`src/rtl/fetch_next_sel.sv`:
```
module fetch_next_sel #(
  parameter int AW    = 32,
  parameter int BTB_N = 16,
  parameter int RAS_N = 8
) (
  input  logic                       clk,
  input  logic                       rst_n,
  input  logic                       fetch_valid,
  input  logic [AW-1:0]              fetch_pc,
  input  logic [1:0]                 pred_taken,
  input  logic                       upd_valid,
  input  logic [AW-1:0]              upd_pc,
  input  logic [2:0]                 upd_kind,
  input  logic [AW-1:0]              upd_target,
  input  logic                       redir_valid,
  input  logic [AW-1:0]              redir_pc,
  input  logic [$clog2(RAS_N)-1:0]   redir_ras_ptr,
  input  logic [$clog2(RAS_N+1)-1:0] redir_ras_cnt,
  output logic [AW-1:0]              next_pc,
  output logic [1:0]                 slot_valid,
  output logic                       ras_push,
  output logic [AW-1:0]              ras_push_addr,
  output logic                       ras_pop,
  output logic [$clog2(RAS_N)-1:0]   ras_ptr,
  output logic [$clog2(RAS_N+1)-1:0] ras_cnt
);
  localparam int IW = $clog2(BTB_N);
  localparam int TW = AW - IW - 2;
  localparam int PW = $clog2(RAS_N);
  localparam int CW = $clog2(RAS_N + 1);
  localparam logic [2:0] K_COND = 3'd0, K_JUMP = 3'd1, K_CALL = 3'd2,
                         K_RET  = 3'd3, K_IND  = 3'd4;

  logic [BTB_N-1:0] bv;
  logic [TW-1:0]    btag [BTB_N];
  logic [2:0]       bkind[BTB_N];
  logic [AW-1:0]    btgt [BTB_N];
  logic [AW-1:0]    rmem [RAS_N];

  logic [AW-1:0] rtop;
  assign rtop = rmem[ras_ptr - PW'(1)];

  logic [1:0]    take;
  logic [2:0]    skind [2];
  logic [AW-1:0] sdest [2];
  logic [AW-1:0] sfall [2];

  for (genvar s = 0; s < 2; s++) begin : g_slot
    logic [AW-1:0] spc;
    logic [IW-1:0] idx;
    logic          hit;
    assign spc      = fetch_pc + AW'(4 * s);
    assign idx      = spc[IW+1:2];
    assign hit      = bv[idx] && (btag[idx] == spc[AW-1:IW+2]);
    assign skind[s] = bkind[idx];
    assign sfall[s] = spc + AW'(4);
    assign sdest[s] = (bkind[idx] == K_RET) ? rtop : btgt[idx];
    always_comb begin
      take[s] = 1'b0;
      if (hit) begin
        case (bkind[idx])
          K_COND:                take[s] = pred_taken[s];
          K_JUMP, K_CALL, K_IND: take[s] = 1'b1;
          K_RET:                 take[s] = (ras_cnt != '0);
          default:               take[s] = 1'b0;
        endcase
      end
    end
  end

  logic       act;
  logic       win;
  logic       any;
  logic [2:0] wkind;
  assign act   = fetch_valid && !redir_valid;
  assign win   = !take[0];
  assign any   = |take;
  assign wkind = skind[win];

  always_comb begin
    if (redir_valid) begin
      next_pc    = redir_pc;
      slot_valid = 2'b00;
    end else if (!fetch_valid) begin
      next_pc    = fetch_pc;
      slot_valid = 2'b00;
    end else if (take[0]) begin
      next_pc    = sdest[0];
      slot_valid = 2'b01;
    end else if (take[1]) begin
      next_pc    = sdest[1];
      slot_valid = 2'b11;
    end else begin
      next_pc    = fetch_pc + AW'(8);
      slot_valid = 2'b11;
    end
  end

  assign ras_push      = act && any && (wkind == K_CALL);
  assign ras_pop       = act && any && (wkind == K_RET);
  assign ras_push_addr = sfall[win];

  always_ff @(posedge clk or negedge rst_n) begin
    if (!rst_n) begin
      bv      <= '0;
      ras_ptr <= '0;
      ras_cnt <= '0;
    end else begin
      if (upd_valid) bv[upd_pc[IW+1:2]] <= 1'b1;
      if (redir_valid) begin
        ras_ptr <= redir_ras_ptr;
        ras_cnt <= redir_ras_cnt;
      end else if (ras_push) begin
        ras_ptr <= ras_ptr + PW'(1);
        if (ras_cnt != CW'(RAS_N)) ras_cnt <= ras_cnt + CW'(1);
      end else if (ras_pop) begin
        ras_ptr <= ras_ptr - PW'(1);
        ras_cnt <= ras_cnt - CW'(1);
      end
    end
  end

  always_ff @(posedge clk) begin
    if (upd_valid) begin
      btag [upd_pc[IW+1:2]] <= upd_pc[AW-1:IW+2];
      bkind[upd_pc[IW+1:2]] <= upd_kind;
      btgt [upd_pc[IW+1:2]] <= upd_target;
    end
    if (ras_push) rmem[ras_ptr] <= ras_push_addr;
  end

  AST_MASK_SHAPE: assert property (@(posedge clk) disable iff (!rst_n)
    slot_valid != 2'b10);
  AST_PUSH_POP_EXCL: assert property (@(posedge clk) disable iff (!rst_n)
    !(ras_push && ras_pop));
  AST_PUSH_STEP: assert property (@(posedge clk) disable iff (!rst_n)
    ras_push |=> ras_ptr == PW'($past(ras_ptr) + PW'(1)));
  AST_POP_NONEMPTY: assert property (@(posedge clk) disable iff (!rst_n)
    ras_pop |-> ras_cnt != '0);
  AST_CNT_BOUND: assert property (@(posedge clk) disable iff (!rst_n)
    ras_cnt <= CW'(RAS_N));
  AST_REDIR_QUIET: assert property (@(posedge clk) disable iff (!rst_n)
    redir_valid |-> (next_pc == redir_pc && slot_valid == 2'b00 && !ras_push && !ras_pop));
  AST_REDIR_RESTORE: assert property (@(posedge clk) disable iff (!rst_n)
    redir_valid |=> (ras_ptr == $past(redir_ras_ptr) && ras_cnt == $past(redir_ras_cnt)));
  AST_IDLE_HOLD: assert property (@(posedge clk) disable iff (!rst_n)
    (!fetch_valid && !redir_valid) |-> (next_pc == fetch_pc && slot_valid == 2'b00 && !ras_push && !ras_pop));
endmodule

```
`config.mk`:
```
export PLATFORM = sky130hd
export DESIGN_NAME = fetch_next_sel
export DESIGN_NICKNAME = d
export VERILOG_FILES = /design/src/rtl/fetch_next_sel.sv
export SDC_FILE = /design/constraint.sdc
export NUM_CORES = 2
export LEC_CHECK = 0
export ABC_AREA = 0
export BUFFER_PORTS_ARGS = -buffer_cell sky130_fd_sc_hd__buf_4
export CAP_MARGIN = 20
export CORE_ASPECT_RATIO = 1.2
export CORE_UTILIZATION = 25
export CTS_CLUSTER_DIAMETER = 150
export DETAILED_ROUTE_END_ITERATION = 7
export SLEW_MARGIN = 10
export SYNTH_ARGS = -nofsm -noshare
export SYNTH_HDL_FRONTEND = slang
export SYNTH_SLANG_ARGS = --single-unit
```
`constraint.sdc`:
```
create_clock -name clk -period 13.7 [get_ports clk]
set_input_delay 0 -clock clk [delete_from_list [all_inputs] [get_ports clk]]
set_output_delay 0 -clock clk [all_outputs]
set_load 0.03 [all_outputs]
```
==> summary.md <==
| Metric | Value |
|---|---|
| Seq/Total Area, Yosys | `roughly three fifths` |
| Critical path capture point type | `output pin` |
| Synth Area in Compound Gates | `4.199%` |
| FFs w/ async S/R, synth | `approximately 1.8%` |
| EDFF count, synth | `~1.2k` |
| Slowest-stage cell, CP | `a221oi_1` |
| PD cells | `~120 mW/mm^2` |
| Setup TNS Final | `0 ns` |
| Clock buffer depth | `3` |
| Largest family of logic cells by synthesized area | `multiplexers` |
| Die footprint | `between 0.2 and 0.25 sq mm` |
| Layout cells sized above 1 | `a little under a third` |
| Clock Power Share | `36.4%` |
| Die H | `~540 um` |
| Switching power | `approximately 0.0023 W` |
| Violated checks | `DRC` |
| H-Tree Depth | `3` |
| Root buffer cell | `clkbuf_16` |
| Post-synthesis mux area share | `approximately a quarter` |
| Flop pwr share | `roughly half` |
| Placed insts | `6630` |
| Yosys cell types | `93` |
| HPWL Detailed | `between 100 and 150 mm` |
| Clock Latency Late Sink | `0.79 ns` |
| Post-synthesis simple-gate area fraction | `~5%` |
| Worst VDD drop | `between 0.09 and 0.1 mV` |
| Post-CTS Setup Bufs | `0` |
| Syn Area/Cell | `roughly 18 sq um` |
| Largest net degree at the start of global routing | `between 100 and 150` |
| Worst Hold Depth | `2` |
| Post-Syn Instances | `3377` |
| Hold Path Class | `in -> reg` |
| Worst path cell trace | `buf_8 > buf_4 > buf_4 > ha_1 > xnor2_4 > buf_4 > nor3_2 > buf_4 > a22o_1 > a221oi_1 > xor2_1 > or4b_1 > or4_1 > nor2_4 > buf_4 > mux2i_1 > o21ai_1 > o21ai_1 > buf_4` |
| Flops & latches, synth | `~1.3k` |
| Final Cycle Share | `roughly 62%` |
| Worst Path Max Fanout | `52` |
| Synthesis-to-finish area growth | `16.32%` |
| Yosys warnings | `0` |
| XOR/XNOR share of the synthesized area | `1.753%` |
| Syn Std Cell Area | `just over 0.06 sq mm` |
| Fmax | `117.3 MHz` |
| Post-Syn Nets | `around 3.5k` |
| Fin crit period | `8.527 ns` |
| I/O Buffers | `217` |
| Number of vias in the routed layout | `36.50k` |
| Antenna violations before repair | `45` |
| Synth Area in Adders | `less than 1%` |
| Leakage | `22.17 nW` |
| FP Rows | `198` |
| Fin cells | `roughly 6.9k` |
| Setup CP Type | `in -> out` |
| Clock tree sinks | `1255` |
| Logic pwr share | `14.3%` |
| Worst slew margin | `a little over an eighth` |
| Fin. max-slew vios | `0` |
| Width of the die | `approximately 450 um` |
| CTS tree | `built` |
| Initial core utilization | `between 20 and 30%` |
| Vias per inst | `5.257` |
| Arrival time worst endpoint | `8.53 ns` |
| Ys flop type | `edfxtp_1` |
| Routability cong. | `approximately 0.93` |
| GRT Resource Usage Total | `about 16%` |
| Routed wire length | `~200 mm` |
| I/O pins | `220` |
| Global-route wire length before repair | `~280 mm` |
| Worst EP required | `around 14 ns` |
| DRC Markers | `6` |
| Switching share of power | `about a quarter` |
| Fin Clk Skew | `0.05890 ns` |
| Startpoint types | `input pin` |
| Final hold vios | `0` |
| CP top delay family | `buffers and inverters` |
| Status | `finished, violations left` |
| Clk slew on worst S/H paths | `0.06 ns` |
| Delay of the slowest cell on the worst path | `0.84 ns` |
| FF-to-FF path depth | `20` |
| Remaining global-route overflow | `0` |
| Vias in the first global route | `36.16k` |
| Critical Path Stages | `19` |
| Worst slew pin tran | `approximately 1.3 ns` |
| Initial DRC count | `4162` |
| Buffers and inverters on the worst path | `7` |
| CTS Buf Count | `120` |
| Setup Viol. Count Final | `0` |
| RSZ-0062 raised after global routing | `false` |
| Final nets | `3789` |
| Max_cap viols | `0` |
| Fill count | `about 24k` |
| Core area | `approximately 0.24 sq mm` |
| CP most frequent cell | `buf_4` |
| Pint | `~0.0065 W` |
| DR WL/cell | `~29 um` |
| Router iterations before antenna repair | `8` |
| Post-route ant nets | `0` |
[cell usage after synthesis (23+ instances only)]
cell type / number / area, sq um
mux4_2: 554 / 12480
a22o_1: 29 / 254.0
and3_1: 25 / 156.4
nor2_1: 77 / 289.0
nand2_1: 123 / 461.7
buf_2: 56 / 280.3
nor3b_1: 25 / 187.7
nor4_1: 41 / 256.5
mux2i_1: 230 / 2302
nand4_1: 31 / 193.9
o21ai_0: 28 / 140.1
mux2_2: 31 / 349.1
clkbuf_1: 126 / 473.0
xnor2_1: 80 / 700.7
buf_6: 25 / 281.5
a21oi_1: 52 / 260.3
buf_1: 30 / 112.6
nand3_1: 30 / 150.1
dfrtp_1: 23 / 575.6
o21ai_1: 58 / 290.3
edfxtp_1: 1232 / 37000
xor2_1: 38 / 332.8
a22oi_1: 69 / 518.0
nor3_1: 42 / 210.2
[final timing paths]
| kind | start | end | slack (ns) |
|---|---|---|---|
| worst max-delay path | fetch_pc[2] | next_pc[16] | 5.17 |
| worst min-delay path | upd_target[15] | btgt[13][15] | 0.06 |
| worst max register to register | btag[1][10] | ras_cnt[3] | 7.20 |
| worst min register to register | bv[5] | bv[5] | 0.50 |
| max in group asynchronous | rst_n | bv[11] | 13.01 |
| min in group asynchronous | rst_n | ras_ptr[1] | 0.48 |
[power groups by stage]
stage	logic [W]	registers (W)	clock network (W)
after floorplan	0.000741	0.00441	0
after global placement	0.00121	0.00441	0
after detailed placement	0.00122	0.00442	0
after CTS	0.00125	0.00434	0.00325
after global routing	0.00131	0.00434	0.00338
final	0.00126	0.00434	0.00321
[through the flow]
stage	area, sq um	utilization (%)	hold WS (ns)	total power, W	setup WS [ns]
2_1_floorplan	60820	-	-0.2956	0.005149	7.049
3_3_place_gp	66130	27.30	-0.06439	0.005624	4.997
3_5_place_dp	66160	27.31	-0.05804	0.005641	5.072
4_1_cts	70670	29.17	0.008122	0.008844	5.215
5_1_grt	70730	29.19	0.06572	0.009029	4.908
6_report	70750	29.20	0.05807	0.008805	5.173
[worst register-to-register path, stage by stage (launching register included)]
cell and delay [ns]:
edfxtp_1 0.39, mux4_2 0.47, mux2i_1 0.29, xor2_1 0.31, nor2_1 0.11, a211oi_1 0.66
and3_1 0.30, and3_1 0.89, nor2_1 0.19, a32oi_1 0.26, buf_4 0.24, ha_1 0.26
a21o_1 0.16, a21oi_1 0.47, xnor2_1 0.26, nor2_1 0.10, a41o_1 0.28, a31oi_1 0.14
nor3b_1 0.24, nor3_1 0.08, o31ai_1 0.27
[layout make-up]
cell class / count / area, sq um / area share [%]
inverter: 15 / 58.81 / 0.08312
multi-input combinational: 1846 / 22100 / 31.24
timing repair buffer: 398 / 3271 / 4.623
tap: 3200 / 4004 / 5.659
antenna: 18 / 45.04 / 0.06366
clock buffer: 148 / 3129 / 4.423
clock inverter: 63 / 565.5 / 0.7993
sequential: 1255 / 37570 / 53.11
[repair_timing]
action | CTS | global route
resized for setup | 0 | 0
hold endpoints to repair | 1084 | 0
hold buffers | 80 | 0
[cell families after synthesis]
family,count (synthesis)
compound gates,365
xor+xnor,120
fa+ha+maj,8
buf+inv,276
flops,1255
mux,818
simple gates,535
[placed cells by master, fill, tap and decap left out, types with 19 or more instances in the layout]
cell,Yosys,routed
xor2_1,38,37
clkbuf_16,0,121
xnor2_1,80,80
dlygate4sd3_1,0,79
nand3_1,30,30
nand4_1,31,31
nor2_1,77,58
nor2b_1,20,20
nor4_1,41,38
a22o_1,29,29
buf_4,20,307
nor3b_1,25,25
mux2_2,31,31
mux2i_1,230,230
o21ai_1,58,58
edfxtp_1,1232,1232
clkinv_1,0,32
clkbuf_1,126,27
o21ai_0,28,28
a22oi_1,69,69
dfrtp_1,23,22
and3_1,25,25
or2_2,20,20
a21oi_1,52,52
nand2_1,123,121
mux4_2,554,554
nor2_4,1,19
nor3_1,42,36
[sequential cells by signal, summed over array words and instances, names as in the netlist]
register / count
bkind: 48
btag: 416
btgt: 512
bv: 16
ras_cnt: 4
ras_ptr: 3
rmem: 256
[metal layers]
layer  share of wire (%)  vias up  GRT usage (%)  routed length, um
met1                  37    19350          19.57              75270
met5               0.088        -              0                181
li1                    -    14770              -                  -
met4                 6.8       28          10.26              13970
met3                 8.3      477          3.070              17060
met2                  48     1879          26.69              98070
(Power assumes the default switching activity.)
